## src/rtl/opm_pkg.sv

```systemverilog
`timescale 1ns/1ps
package opm_pkg;
  localparam int CPL_W = 2;
  localparam int SZ_W  = 2;
  localparam int SUB_W = 3;

  typedef enum logic [SUB_W-1:0] {
    SUB_REAL   = 3'd0,
    SUB_PROT   = 3'd1,
    SUB_V86    = 3'd2,
    SUB_COMPAT = 3'd3,
    SUB_B64    = 3'd4
  } submode_e;

  localparam logic MAJ_LEGACY = 1'b0;
  localparam logic MAJ_LONG   = 1'b1;

  localparam logic [SZ_W-1:0] SZ16 = 2'd1;
  localparam logic [SZ_W-1:0] SZ32 = 2'd2;
  localparam logic [SZ_W-1:0] SZ64 = 2'd3;

  typedef struct packed {
    logic [SZ_W-1:0]  stk;
    logic [SZ_W-1:0]  ad_alt;
    logic [SZ_W-1:0]  ad_def;
    logic [SZ_W-1:0]  op_alt;
    logic [SZ_W-1:0]  op_def;
    logic             prot;
    logic             paging;
    logic [CPL_W-1:0] cpl;
    logic             major;
    submode_e         sub;
  } mode_word_t;

  localparam int WORD_W = $bits(mode_word_t);
endpackage

```

## src/rtl/opm_submode_sel.sv

```systemverilog
`timescale 1ns/1ps
module opm_submode_sel
  import opm_pkg::*;
(
  input  logic     lm_active,
  input  logic     ctl_pe,
  input  logic     fl_vm,
  input  logic     cs_long,
  output logic     major,
  output submode_e sub,
  output logic     is64
);
  always_comb begin
    if (lm_active) begin
      major = MAJ_LONG;
      sub   = cs_long ? SUB_B64 : SUB_COMPAT;
    end else begin
      major = MAJ_LEGACY;
      if (!ctl_pe)     sub = SUB_REAL;
      else if (fl_vm)  sub = SUB_V86;
      else             sub = SUB_PROT;
    end
  end

  assign is64 = (sub == SUB_B64);
endmodule

```

## src/rtl/opm_size_sel.sv

```systemverilog
`timescale 1ns/1ps
module opm_size_sel
  import opm_pkg::*;
(
  input  logic            is64,
  input  logic            cs_big,
  input  logic            ss_big,
  output logic [SZ_W-1:0] op_def,
  output logic [SZ_W-1:0] op_alt,
  output logic [SZ_W-1:0] ad_def,
  output logic [SZ_W-1:0] ad_alt,
  output logic [SZ_W-1:0] stk
);
  // Operand width never reaches 64 bits by default: 64-bit submode keeps 32.
  always_comb begin
    if (is64 || cs_big) begin
      op_def = SZ32;
      op_alt = SZ16;
    end else begin
      op_def = SZ16;
      op_alt = SZ32;
    end
  end

  // Address width: the 64-bit submode takes priority over the segment flag.
  always_comb begin
    if (is64) begin
      ad_def = SZ64;
      ad_alt = SZ32;
    end else if (cs_big) begin
      ad_def = SZ32;
      ad_alt = SZ16;
    end else begin
      ad_def = SZ16;
      ad_alt = SZ32;
    end
  end

  always_comb begin
    if (is64)        stk = SZ64;
    else if (ss_big) stk = SZ32;
    else             stk = SZ16;
  end
endmodule

```

## src/rtl/opm_word_reg.sv

```systemverilog
`timescale 1ns/1ps
module opm_word_reg
  import opm_pkg::*;
(
  input  logic       clk,
  input  logic       rst_n,
  input  logic       load,
  input  mode_word_t d,
  output mode_word_t q
);
  always_ff @(posedge clk or negedge rst_n) begin
    if (!rst_n)    q <= '0;
    else if (load) q <= d;
  end
endmodule

```

## src/rtl/opmode_decoder.sv

```systemverilog
`timescale 1ns/1ps
module opmode_decoder
  import opm_pkg::*;
(
  input  logic              clk,
  input  logic              rst_n,
  input  logic              lm_active,
  input  logic              ctl_pe,
  input  logic              ctl_pg,
  input  logic              fl_vm,
  input  logic              cs_long,
  input  logic              cs_big,
  input  logic [CPL_W-1:0]  cs_cpl,
  input  logic              ss_big,
  input  logic              ctl_wr,
  input  logic              mode_wr,
  input  logic [WORD_W-1:0] mode_wr_data,
  output logic [WORD_W-1:0] mode_word
);
  logic       major;
  submode_e   sub;
  logic       is64;
  mode_word_t next_w;
  mode_word_t cur_w;

  // Writes to the mode register only trigger a recompute; the data is dropped.
  logic unused_wr_data;
  assign unused_wr_data = ^mode_wr_data;

  opm_submode_sel u_mode (
    .lm_active (lm_active),
    .ctl_pe    (ctl_pe),
    .fl_vm     (fl_vm),
    .cs_long   (cs_long),
    .major     (major),
    .sub       (sub),
    .is64      (is64)
  );

  opm_size_sel u_size (
    .is64   (is64),
    .cs_big (cs_big),
    .ss_big (ss_big),
    .op_def (next_w.op_def),
    .op_alt (next_w.op_alt),
    .ad_def (next_w.ad_def),
    .ad_alt (next_w.ad_alt),
    .stk    (next_w.stk)
  );

  assign next_w.prot   = ctl_pe;
  assign next_w.paging = ctl_pg;
  assign next_w.cpl    = cs_cpl;
  assign next_w.major  = major;
  assign next_w.sub    = sub;

  opm_word_reg u_reg (
    .clk   (clk),
    .rst_n (rst_n),
    .load  (ctl_wr | mode_wr),
    .d     (next_w),
    .q     (cur_w)
  );

  assign mode_word = cur_w;
endmodule

```

## config.mk

```make
export PLATFORM = sky130hd
export DESIGN_NAME = opmode_decoder
export DESIGN_NICKNAME = d
export VERILOG_FILES = /design/src/rtl/opm_pkg.sv /design/src/rtl/opm_submode_sel.sv /design/src/rtl/opm_size_sel.sv /design/src/rtl/opm_word_reg.sv /design/src/rtl/opmode_decoder.sv
export SDC_FILE = /design/constraint.sdc
export NUM_CORES = 1
export LEC_CHECK = 0
export BUFFER_PORTS_ARGS = -buffer_cell sky130_fd_sc_hd__buf_2
export CORE_UTILIZATION = 37
export CTS_CLUSTER_SIZE = 8
export DETAILED_ROUTE_END_ITERATION = 7
export PLACE_DENSITY = 0.77
export RECOVER_POWER = 50
export SYNTH_ARGS = -nofsm -noshare
export SYNTH_HDL_FRONTEND = slang
export SYNTH_SLANG_ARGS = --single-unit
```

## constraint.sdc

```tcl
create_clock -name clk -period 0.98 [get_ports clk]
set_clock_uncertainty 0.05 [all_clocks]
set_input_delay 0.196 -clock clk [delete_from_list [all_inputs] [get_ports clk]]
set_output_delay 0.196 -clock clk [all_outputs]
set_load 0.01 [all_outputs]
```

==> results of run 1 <==
## worst register-to-register path: cells and delay by family (launching register included)
kind / cells / cell delay [ns]
flops: 1 / 0.38
mux: 1 / 0.26
buf+inv: 1 / 0.13
## Yosys cell counts, drive strengths merged
master	number	area, um2
dfrtp	14	350
buf	5	41.3
mux2	5	67.6
a2bb2oi	3	26.3
a31oi	2	12.5
nor3	2	10.0
o22a	2	17.5
o2bb2ai	2	17.5
a22o	1	8.76
inv	1	3.75
nand2b	1	6.26
nand3b	1	7.51
nor2	1	3.75
o211ai	1	7.51
o21ai	1	5.00
or2	1	8.76
or3b	1	8.76
## metal layers
metal  GRT usage (%)  part of all wire [%]  vias to the layer above
met4            11.3                   2.1                        0
met1            19.6                    40                      263
met3            5.60                   5.6                        4
met5               0                     0                        -
met2            31.7                    52                       24
li1                -                     -                      267
## cell type report
class	count	share of cell area, %
repair buffers	53	35.4
clock buffers	3	2.41
flip-flops and latches	14	37.4
well taps	16	2.14
inverters	1	0.401
multi-input cells	24	22.2
## cells by family (layout without fill, tap and decap cells)
| group | after synthesis | count (layout) |
|---|---|---|
| simple gates | 7 | 7 |
| buf+inv | 6 | 57 |
| mux | 5 | 5 |
| compound gates | 12 | 12 |
| flops | 14 | 14 |
## power by group through the flow
stage / clock network [mW] / registers [mW] / logic, mW
after global placement: 0 / 0.665 / 0.262
after detailed placement: 0 / 0.668 / 0.268
after CTS: 0.320 / 0.655 / 0.326
final: 0.301 / 0.656 / 0.349
after global routing: 0.350 / 0.661 / 0.376
after floorplan: 0 / 0.694 / 0.113
## worst max path at each step
stage | end | cells after the start | slack [ns] | from
after floorplan | u_reg.q[3] | 3 | -0.04 | mode_wr
after global placement | u_reg.q[3] | 3 | -0.12 | mode_wr
after detailed placement | u_reg.q[3] | 3 | -0.13 | mode_wr
after CTS | mode_word[10] | 1 | -0.09 | u_reg.q[13]
after global routing | mode_word[13] | 1 | -0.12 | u_reg.q[13]
final | mode_word[10] | 1 | -0.08 | u_reg.q[13]
## what timing repair did
item | CTS | global route
endpoints found under the hold margin | 14 | 0
resized for setup | 1 | 0
cloned | 0 | 0
buffers inserted | 9 | 4
setup endpoints to repair | 18 | 18
hold buffers | 1 | 0
==> impl_summary.txt, run 1 <==
----------------------------------------------------
[Finish]
  Fill cell count ... 125
  Final #Nets ... 128
  Top flop regs ... u_reg.q: 14 flops
  Reg area ... 350 um2
  Max reg flops ... 14
  Final non-filler cell area ... 936 um2
  Layout cell share with drive strength beyond 1 ... 65.3%
  Most frequent standard cell in the layout excluding fill and tap cells ... sky130_fd_sc_hd__buf_2
  Highest-count cells in the layout ignoring fill and taps ... sky130_fd_sc_hd__buf_2 (28), sky130_fd_sc_hd__buf_4 (22), sky130_fd_sc_hd__dfrtp_1 (14)
  Final Core Density ... 62.1%
  Total area of multi-input combinational cells ... 208 um2
  Final non-filler cell total ... 111
  Layout area overhead ... 55.2%
  N_diodes ... 0
  Register with the highest flop count ... u_reg.q

[Clock tree]
  Cell chosen for the clock root ... sky130_fd_sc_hd__clkbuf_4
  H-Tree Depth ... 1
  CTS Buffer Depth ... 2
  TritonCTS clock tree ... done
  Number of clock buffers inserted by TritonCTS ... 3
  TritonCTS Sinks ... 14
  Clock insertion delay at the later pin of the skew report ... 0.27 ns
  Clock transition at the registers of the reported paths ... 0.07 ns

[Worst setup path]
  Arrival time at the worst endpoint ... 0.81 ns
  Launching element type of the critical path ... flip-flop
  Worst-path cell with the longest stage delay ... sky130_fd_sc_hd__dfrtp_1
  CP max FO ... 4
  Endpoint class of the critical path ... primary output
  Critical path type ... reg -> out
  Crit Reg-Reg Startpoint ... u_reg.q[3]
  Cell family contributing the most delay on the critical path ... flip-flops
  Required @ worst endpoint ... 0.73 ns
  Reg2reg end ... u_reg.q[3]
  List of cells traversed by the critical path ... buf_2
  Maximum cell stage delay along the critical path ... 0.40 ns
  FF-to-FF path depth ... 2
  Reg-to-reg setup timing slack ... 0.05 ns
  Buffers & Inverters on Critical Path ... 1

[STA]
  Final setup margin ... -0.0754 ns
  Final setup violation count ... 18
  Aggregate negative setup slack ... -1.03 ns
  Endpoints failing hold ... 0
  Highest attainable clock frequency ... 947 MHz
  Headroom to the max-slew limit ... 77.2%
  RSZ-0062 raised after global routing ... true
  Pins Over Slew Limit ... 0
  Final clock period utilization by the worst path ... 108%
  Transition time at the pin with the least slew margin ... 0.342 ns
  Smallest hold slack ... 0.0678 ns
  Final min period ... 1.06 ns

[Run status]
  Violated checks ... negative setup slack
  Result of the run ... finished, violations left

[Floorplanning]
  Die area ... 1800 um2
  Core area ... 1510 um2
  Horizontal die dimension ... 42.4 um
  Number of placement rows ... 14
  Num ports ... 49
  Initial core utilization ... 40.0%
  Overall die height ... 42.4 um

[Synthesis]
  Post-synth net total ... 75
  Post-synthesis cell count ... 44
  XOR/XNOR Fraction of Synth Area ... 0%
  Post-Synthesis Cell Area ... 603 um2
  Synthesized area per cell ... 13.7 um2
  Fraction of synthesized area in multiplexers ... 11.2%
  Syn. warnings ... 0
  Register area share after synthesis ... 58.1%
  Fraction of the mapped netlist area in simple logic gates ... 7.47%
  Count of cell types in the netlist ... 19
  Synth Register Bits ... 14
  Complex-gate fraction of the synthesized area ... 15.8%
  Synth Area in Adders ... 0%
  Combinational family with the most area after synthesis ... compound AO/OA/AOI/OAI gates

[Hold path]
  Hold Path Class ... in -> reg
  Worst Hold Path EP ... u_reg.q[16]
  Source of the worst hold timing path ... ss_big
  Hold-critical path depth ... 2

[Route]
  Vias ... 558
  Final routed wire length divided by cell count ... 13.4 um
  Vias per Instance ... 5.03
  Routed wire length ... 1.48 mm
  Remaining antenna violation count after routing ... 0
  Drt first-iter violations ... 12
  Length of the first detailed-routing pass in iterations ... 4
  Drt drc ... 0

[Power and ir drop]
  Comb pwr share ... 26.7%
  Switching power as a share of total power ... 25.6%
  Internal Dissipation ... 0.973 mW
  Proportion of power drawn by the clock network ... 23.1%
  Sequential fraction of design power ... 50.2%
  Net switching power ... 0.335 mW
  Leakage ... 0.483 nW
  Total power ... 1.31 mW
  Worst IR drop on VDD ... 0.000769 V
  Power density normalized to cell area ... 1400 nW/um2

[Placed design]
  Number of placed cells counting well taps ... 94
  HPWL Detailed ... 973 um
  Total of buffers placed on input and output ports ... 30
  Weighted congestion reported at the end of routability-driven placement ... 0.797
  Worst Setup Slack post-DPL ... -0.130 ns
  Dpl cell area ... 800 um2

[Run]
  Max Cap Violations ... 0

[Global route]
  Overall fraction of global-route tracks in use ... 18.5%
  Remaining Overflow, GRT ... 0
  Global-route wire length before repair ... 2.37 mm
  Maximum number of pins on one net before global-route repair ... 15
  Via count of the first global-routing pass ... 532
  Initial antenna violation count ... 0

----------------------------------------------------
Power figures use the tool's default switching activity.
==> inputs of run 2 (changes only) <==
Settings changed: PLACE_DENSITY 0.77 to not set, PLACE_DENSITY_LB_ADDON set to 0.3.
==> impl_summary.txt, run 2 (synthesized netlist as in run 1, its figures left out) <==
----------------------------------------------------
[Clock tree]
  TritonCTS Sinks ... 14
  Number of clock buffers inserted by TritonCTS ... 3
  TritonCTS clock tree ... done
  CTS Buffer Depth ... 2
  Cell chosen for the clock root ... sky130_fd_sc_hd__clkbuf_4
  Clock transition at the registers of the reported paths ... 0.09 ns
  H-Tree Depth ... 1
  Clock insertion delay at the later pin of the skew report ... 0.27 ns

[STA]
  Highest attainable clock frequency ... 938 MHz
  Headroom to the max-slew limit ... 77.5%
  Endpoints failing hold ... 0
  Pins Over Slew Limit ... 0
  Smallest hold slack ... 0.0421 ns
  Transition time at the pin with the least slew margin ... 0.338 ns
  RSZ-0062 raised after global routing ... true
  Final setup violation count ... 18
  Final setup margin ... -0.0858 ns
  Final clock period utilization by the worst path ... 109%
  Final min period ... 1.07 ns

[Placed design]
  Number of placed cells counting well taps ... 96
  Worst Setup Slack post-DPL ... -0.150 ns
  Total of buffers placed on input and output ports ... 30
  Weighted congestion reported at the end of routability-driven placement ... 0.719
  HPWL Detailed ... 899 um

[Finish]
  Layout area overhead ... 57.5%
  Fill cell count ... 133
  Max reg flops ... 14
  Register with the highest flop count ... u_reg.q
  Final Core Density ... 63.0%
  Layout cell share with drive strength beyond 1 ... 65.6%
  Highest-count cells in the layout ignoring fill and taps ... sky130_fd_sc_hd__buf_2 (28), sky130_fd_sc_hd__buf_4 (22), sky130_fd_sc_hd__dfrtp_1 (14)
  Most frequent standard cell in the layout excluding fill and tap cells ... sky130_fd_sc_hd__buf_2
  Final #Nets ... 128
  Final non-filler cell total ... 112
  Top flop regs ... u_reg.q: 14 flops
  N_diodes ... 0

[Route]
  Length of the first detailed-routing pass in iterations ... 4
  Vias per Instance ... 4.92
  Drt first-iter violations ... 4
  Final routed wire length divided by cell count ... 11.8 um
  Vias ... 551
  Remaining antenna violation count after routing ... 0
  Routed wire length ... 1.33 mm
  Drt drc ... 0

[Floorplanning]
  Number of placement rows ... 14
  Num ports ... 49
  Die area ... 1800 um2
  Initial core utilization ... 40.0%
  Horizontal die dimension ... 42.4 um
  Core area ... 1510 um2
  Overall die height ... 42.4 um

[Power and ir drop]
  Leakage ... 0.491 nW
  Proportion of power drawn by the clock network ... 28.8%
  Switching power as a share of total power ... 24.6%
  Total power ... 1.40 mW
  Worst IR drop on VDD ... 0.00100 V
  Sequential fraction of design power ... 46.9%
  Power density normalized to cell area ... 1470 nW/um2
  Internal Dissipation ... 1.05 mW
  Comb pwr share ... 24.4%
  Net switching power ... 0.345 mW

[Hold path]
  Hold Path Class ... in -> reg

[Global route]
  Via count of the first global-routing pass ... 513
  Initial antenna violation count ... 0
  Maximum number of pins on one net before global-route repair ... 15
  Overall fraction of global-route tracks in use ... 16.3%
  Remaining Overflow, GRT ... 0
  Global-route wire length before repair ... 2.17 mm

[Run status]
  Violated checks ... negative setup slack
  Result of the run ... finished, violations left

[Worst setup path]
  Critical path type ... reg -> out
  Cell family contributing the most delay on the critical path ... flip-flops
  Required @ worst endpoint ... 0.73 ns
  Launching element type of the critical path ... flip-flop
  CP max FO ... 3
  List of cells traversed by the critical path ... buf_2
  Endpoint class of the critical path ... primary output
  Buffers & Inverters on Critical Path ... 1
  Worst-path cell with the longest stage delay ... sky130_fd_sc_hd__dfrtp_1
  Maximum cell stage delay along the critical path ... 0.40 ns
  Arrival time at the worst endpoint ... 0.82 ns

[Run]
  Max Cap Violations ... 0

----------------------------------------------------
-- run 2: cell count changes in the layout (fill, tap and decap cells not counted), sizes merged --
cell,before,now
clkbuf,4,5
-- run 2: worst paths after layout --
check | startpoint | endpoint | slack, ns | depth (start not counted)
max reg2reg | u_reg.q[5] | u_reg.q[5] | 0.04 | 2
min | ss_big | u_reg.q[16] | 0.04 | 2
max | u_reg.q[8] | mode_word[11] | -0.09 | 1
min reg2reg | u_reg.q[7] | u_reg.q[7] | 0.46 | 1
min in group asynchronous | rst_n | u_reg.q[8] | 0.31 | 2
max in group asynchronous | rst_n | u_reg.q[7] | 0.32 | 2
-- run 2: stage by stage --
step / setup TNS [ns] / cell area (um2)
3_3_place_gp: -1.00 / 815
3_5_place_dp: -1.19 / 815
4_1_cts: -1.44 / 891
5_1_grt: -1.92 / 950
6_report: -1.15 / 950
2_1_floorplan: -0.130 / 603
-- run 2: per-layer routing --
layer	vias to the layer above	part of all wire (%)	track usage, %
li1	264	-	-
met3	2	5.4	3.88
met4	0	1.1	9.38
met2	24	48	24.0
met5	-	0	0
met1	261	45	21.8
-- run 2: final cells by class --
type	instances	area (um2)	share of cell area, %
Timing Repair Buffer	53	332	34.9
Clock buffer	4	36.3	3.82
Multi-Input combinational cell	24	208	21.9
Tap cell	16	20.0	2.11
Sequential cell	14	350	36.9
Inverter	1	3.75	0.395
-- run 2: power groups by stage --
stage / sequential (mW) / combinational (mW) / clock [mW]
finish: 0.656 / 0.341 / 0.403
global route: 0.662 / 0.371 / 0.450
CTS: 0.655 / 0.300 / 0.428
detailed placement: 0.666 / 0.275 / 0
global placement: 0.666 / 0.271 / 0
floorplan: 0.694 / 0.113 / 0
-- run 2: timing repair --
action	CTS	global route
hold buffers	1	0
gates resized for setup	0	1
endpoints found under the hold margin	14	0
setup buffers	4	7
setup endpoints to repair	18	18
==> inputs of run 3 (changes only) <==
Settings changed: CORE_UTILIZATION 37 to 39, CTS_BUF_LIST set to sky130_fd_sc_hd__clkbuf_4 sky130_fd_sc_hd__clkbuf_8.
==> impl_summary.txt, run 3 (synthesized netlist as in run 1, its figures left out) <==
----------------------------------------------------
[Finish]
  Final #Nets ... 119
  Most frequent standard cell in the layout excluding fill and tap cells ... sky130_fd_sc_hd__buf_2
  Top flop regs ... u_reg.q: 14 flops
  Register with the highest flop count ... u_reg.q
  Fill cell count ... 121
  N_diodes ... 0
  Highest-count cells in the layout ignoring fill and taps ... sky130_fd_sc_hd__buf_2 (28), sky130_fd_sc_hd__dfrtp_1 (14), sky130_fd_sc_hd__buf_4 (13)
  Final non-filler cell area ... 881 um2
  Final non-filler cell total ... 102
  Max reg flops ... 14
  Layout area overhead ... 46.1%
  Layout cell share with drive strength beyond 1 ... 62.1%

[Floorplanning]
  Die area ... 1710 um2
  Overall die height ... 41.3 um
  Core area ... 1370 um2
  Num ports ... 49
  Horizontal die dimension ... 41.3 um
  Initial core utilization ... 44.1%
  Number of placement rows ... 13

[Global route]
  Global-route wire length before repair ... 1.78 mm
  Via count of the first global-routing pass ... 411
  Remaining Overflow, GRT ... 0
  Grt met3 use ... 4.79%
  Overall fraction of global-route tracks in use ... 17.0%
  Fraction of met2 tracks used by global routing ... 24.6%
  Busiest grt layer ... met2
  GR Util met1 ... 22.8%
  Maximum number of pins on one net before global-route repair ... 15
  Initial antenna violation count ... 0

[Route]
  Vias ... 507
  Final routed wire length divided by cell count ... 12.2 um
  Remaining antenna violation count after routing ... 0
  Routed wire length ... 1.25 mm
  Drt first-iter violations ... 5
  Length of the first detailed-routing pass in iterations ... 3
  Drt drc ... 0
  Vias per Instance ... 4.97

[Clock tree]
  H-Tree Depth ... 1
  Clock transition at the registers of the reported paths ... 0.09 ns
  TritonCTS clock tree ... done
  CTS Buffer Depth ... 2
  Clock insertion delay at the later pin of the skew report ... 0.28 ns
  Number of clock buffers inserted by TritonCTS ... 3
  Cell chosen for the clock root ... sky130_fd_sc_hd__clkbuf_4
  TritonCTS Sinks ... 14

[Hold path]
  Worst Hold Path EP ... u_reg.q[16]
  Hold-critical path depth ... 2
  Source of the worst hold timing path ... ss_big
  Hold Path Class ... in -> reg

[Power and ir drop]
  Switching power as a share of total power ... 25.5%
  Worst IR drop on VDD ... 0.000792 V
  Internal Dissipation ... 1.02 mW
  Net switching power ... 0.351 mW
  Sequential fraction of design power ... 47.8%
  Total power ... 1.37 mW
  Comb pwr share ... 21.8%
  Proportion of power drawn by the clock network ... 30.4%
  Leakage ... 0.448 nW
  Power density normalized to cell area ... 1560 nW/um2

[STA]
  Final setup margin ... -0.0959 ns
  Final clock period utilization by the worst path ... 110%
  Final min period ... 1.08 ns
  Endpoints failing hold ... 0
  Highest attainable clock frequency ... 929 MHz
  Final setup violation count ... 18
  Pins Over Slew Limit ... 0
  RSZ-0062 raised after global routing ... true
  Headroom to the max-slew limit ... 76.9%
  Transition time at the pin with the least slew margin ... 0.346 ns

[Worst setup path]
  Launching element type of the critical path ... flip-flop
  Crit. path cell count ... 1
  Cell family contributing the most delay on the critical path ... flip-flops
  Required @ worst endpoint ... 0.73 ns
  Reg-to-reg setup timing slack ... 0.04 ns
  Critical path type ... reg -> out
  CP max FO ... 2
  List of cells traversed by the critical path ... buf_2
  Arrival time at the worst endpoint ... 0.83 ns
  Endpoint class of the critical path ... primary output
  Reg2reg end ... u_reg.q[12]
  Worst-path cell with the longest stage delay ... sky130_fd_sc_hd__dfrtp_1
  FF-to-FF path depth ... 3
  Maximum cell stage delay along the critical path ... 0.40 ns
  Crit Reg-Reg Startpoint ... u_reg.q[12]
  Buffers & Inverters on Critical Path ... 1

[Placed design]
  Total of buffers placed on input and output ports ... 30
  Dpl cell area ... 783 um2
  Number of placed cells counting well taps ... 91
  HPWL Detailed ... 904 um
  Worst Setup Slack post-DPL ... -0.141 ns
  Weighted congestion reported at the end of routability-driven placement ... 0.747

[Run status]
  Result of the run ... finished, violations left
  Violated checks ... negative setup slack

[Run]
  Max Cap Violations ... 0

----------------------------------------------------
-- run 3: cell types whose count changed in the layout (fill, tap and decap cells not counted) --
cell / before / now
sky130_fd_sc_hd__buf_4: 22 / 13
-- run 3: cell type report --
| cell class | count | area [um2] | area share [%] |
|---|---|---|---|
| timing repair buffer | 44 | 264 | 30.0 |
| sequential | 14 | 350 | 39.8 |
| tap | 15 | 18.8 | 2.13 |
| inverter | 1 | 3.75 | 0.426 |
| clock buffer | 4 | 36.3 | 4.12 |
| multi-input combinational | 24 | 208 | 23.6 |
-- run 3: how the worst max path moves through the flow --
stage           startpoint  slack [ns]       endpoint
2_1_floorplan      mode_wr       -0.04     u_reg.q[3]
3_3_place_gp       mode_wr       -0.13     u_reg.q[5]
3_5_place_dp       mode_wr       -0.14     u_reg.q[4]
4_1_cts        u_reg.q[13]       -0.10  mode_word[13]
5_1_grt        u_reg.q[13]       -0.16  mode_word[13]
6_report        u_reg.q[0]        -0.1   mode_word[0]
-- run 3: timing repair --
action | 4_1_cts | 5_1_grt
setup buffers | 5 | 1
pin swaps | 0 | 0
cloned | 0 | 0
endpoints found under the setup margin | 18 | 18
hold buffers | 1 | 0
gates resized for setup | 0 | 1
endpoints found under the hold margin | 14 | 0
-- run 3: power groups by stage --
stage | Sequential, mW | Clock, mW | Combinational (mW)
3_3_place_gp | 0.666 | 0 | 0.257
2_1_floorplan | 0.694 | 0 | 0.113
3_5_place_dp | 0.668 | 0 | 0.262
5_1_grt | 0.665 | 0.455 | 0.333
4_1_cts | 0.655 | 0.427 | 0.294
6_report | 0.656 | 0.418 | 0.299
-- run 3: per-layer routing --
metal  up-vias  routed length (um)
met2        25                 530
met1       232                 610
li1        248                   -
met5         -                   0
met3         2                  89
met4         0                  17
-- run 3: stage by stage --
step	hold slack, ns	setup TNS, ns	util (%)
final	0.0480	-1.35	64.5
after global routing	0.0413	-2.15	64.5
after CTS	0.0406	-1.44	63.5
after detailed placement	0.0560	-1.01	57.3
after global placement	0.0515	-0.867	57.3
after floorplan	-0.150	-0.130	-
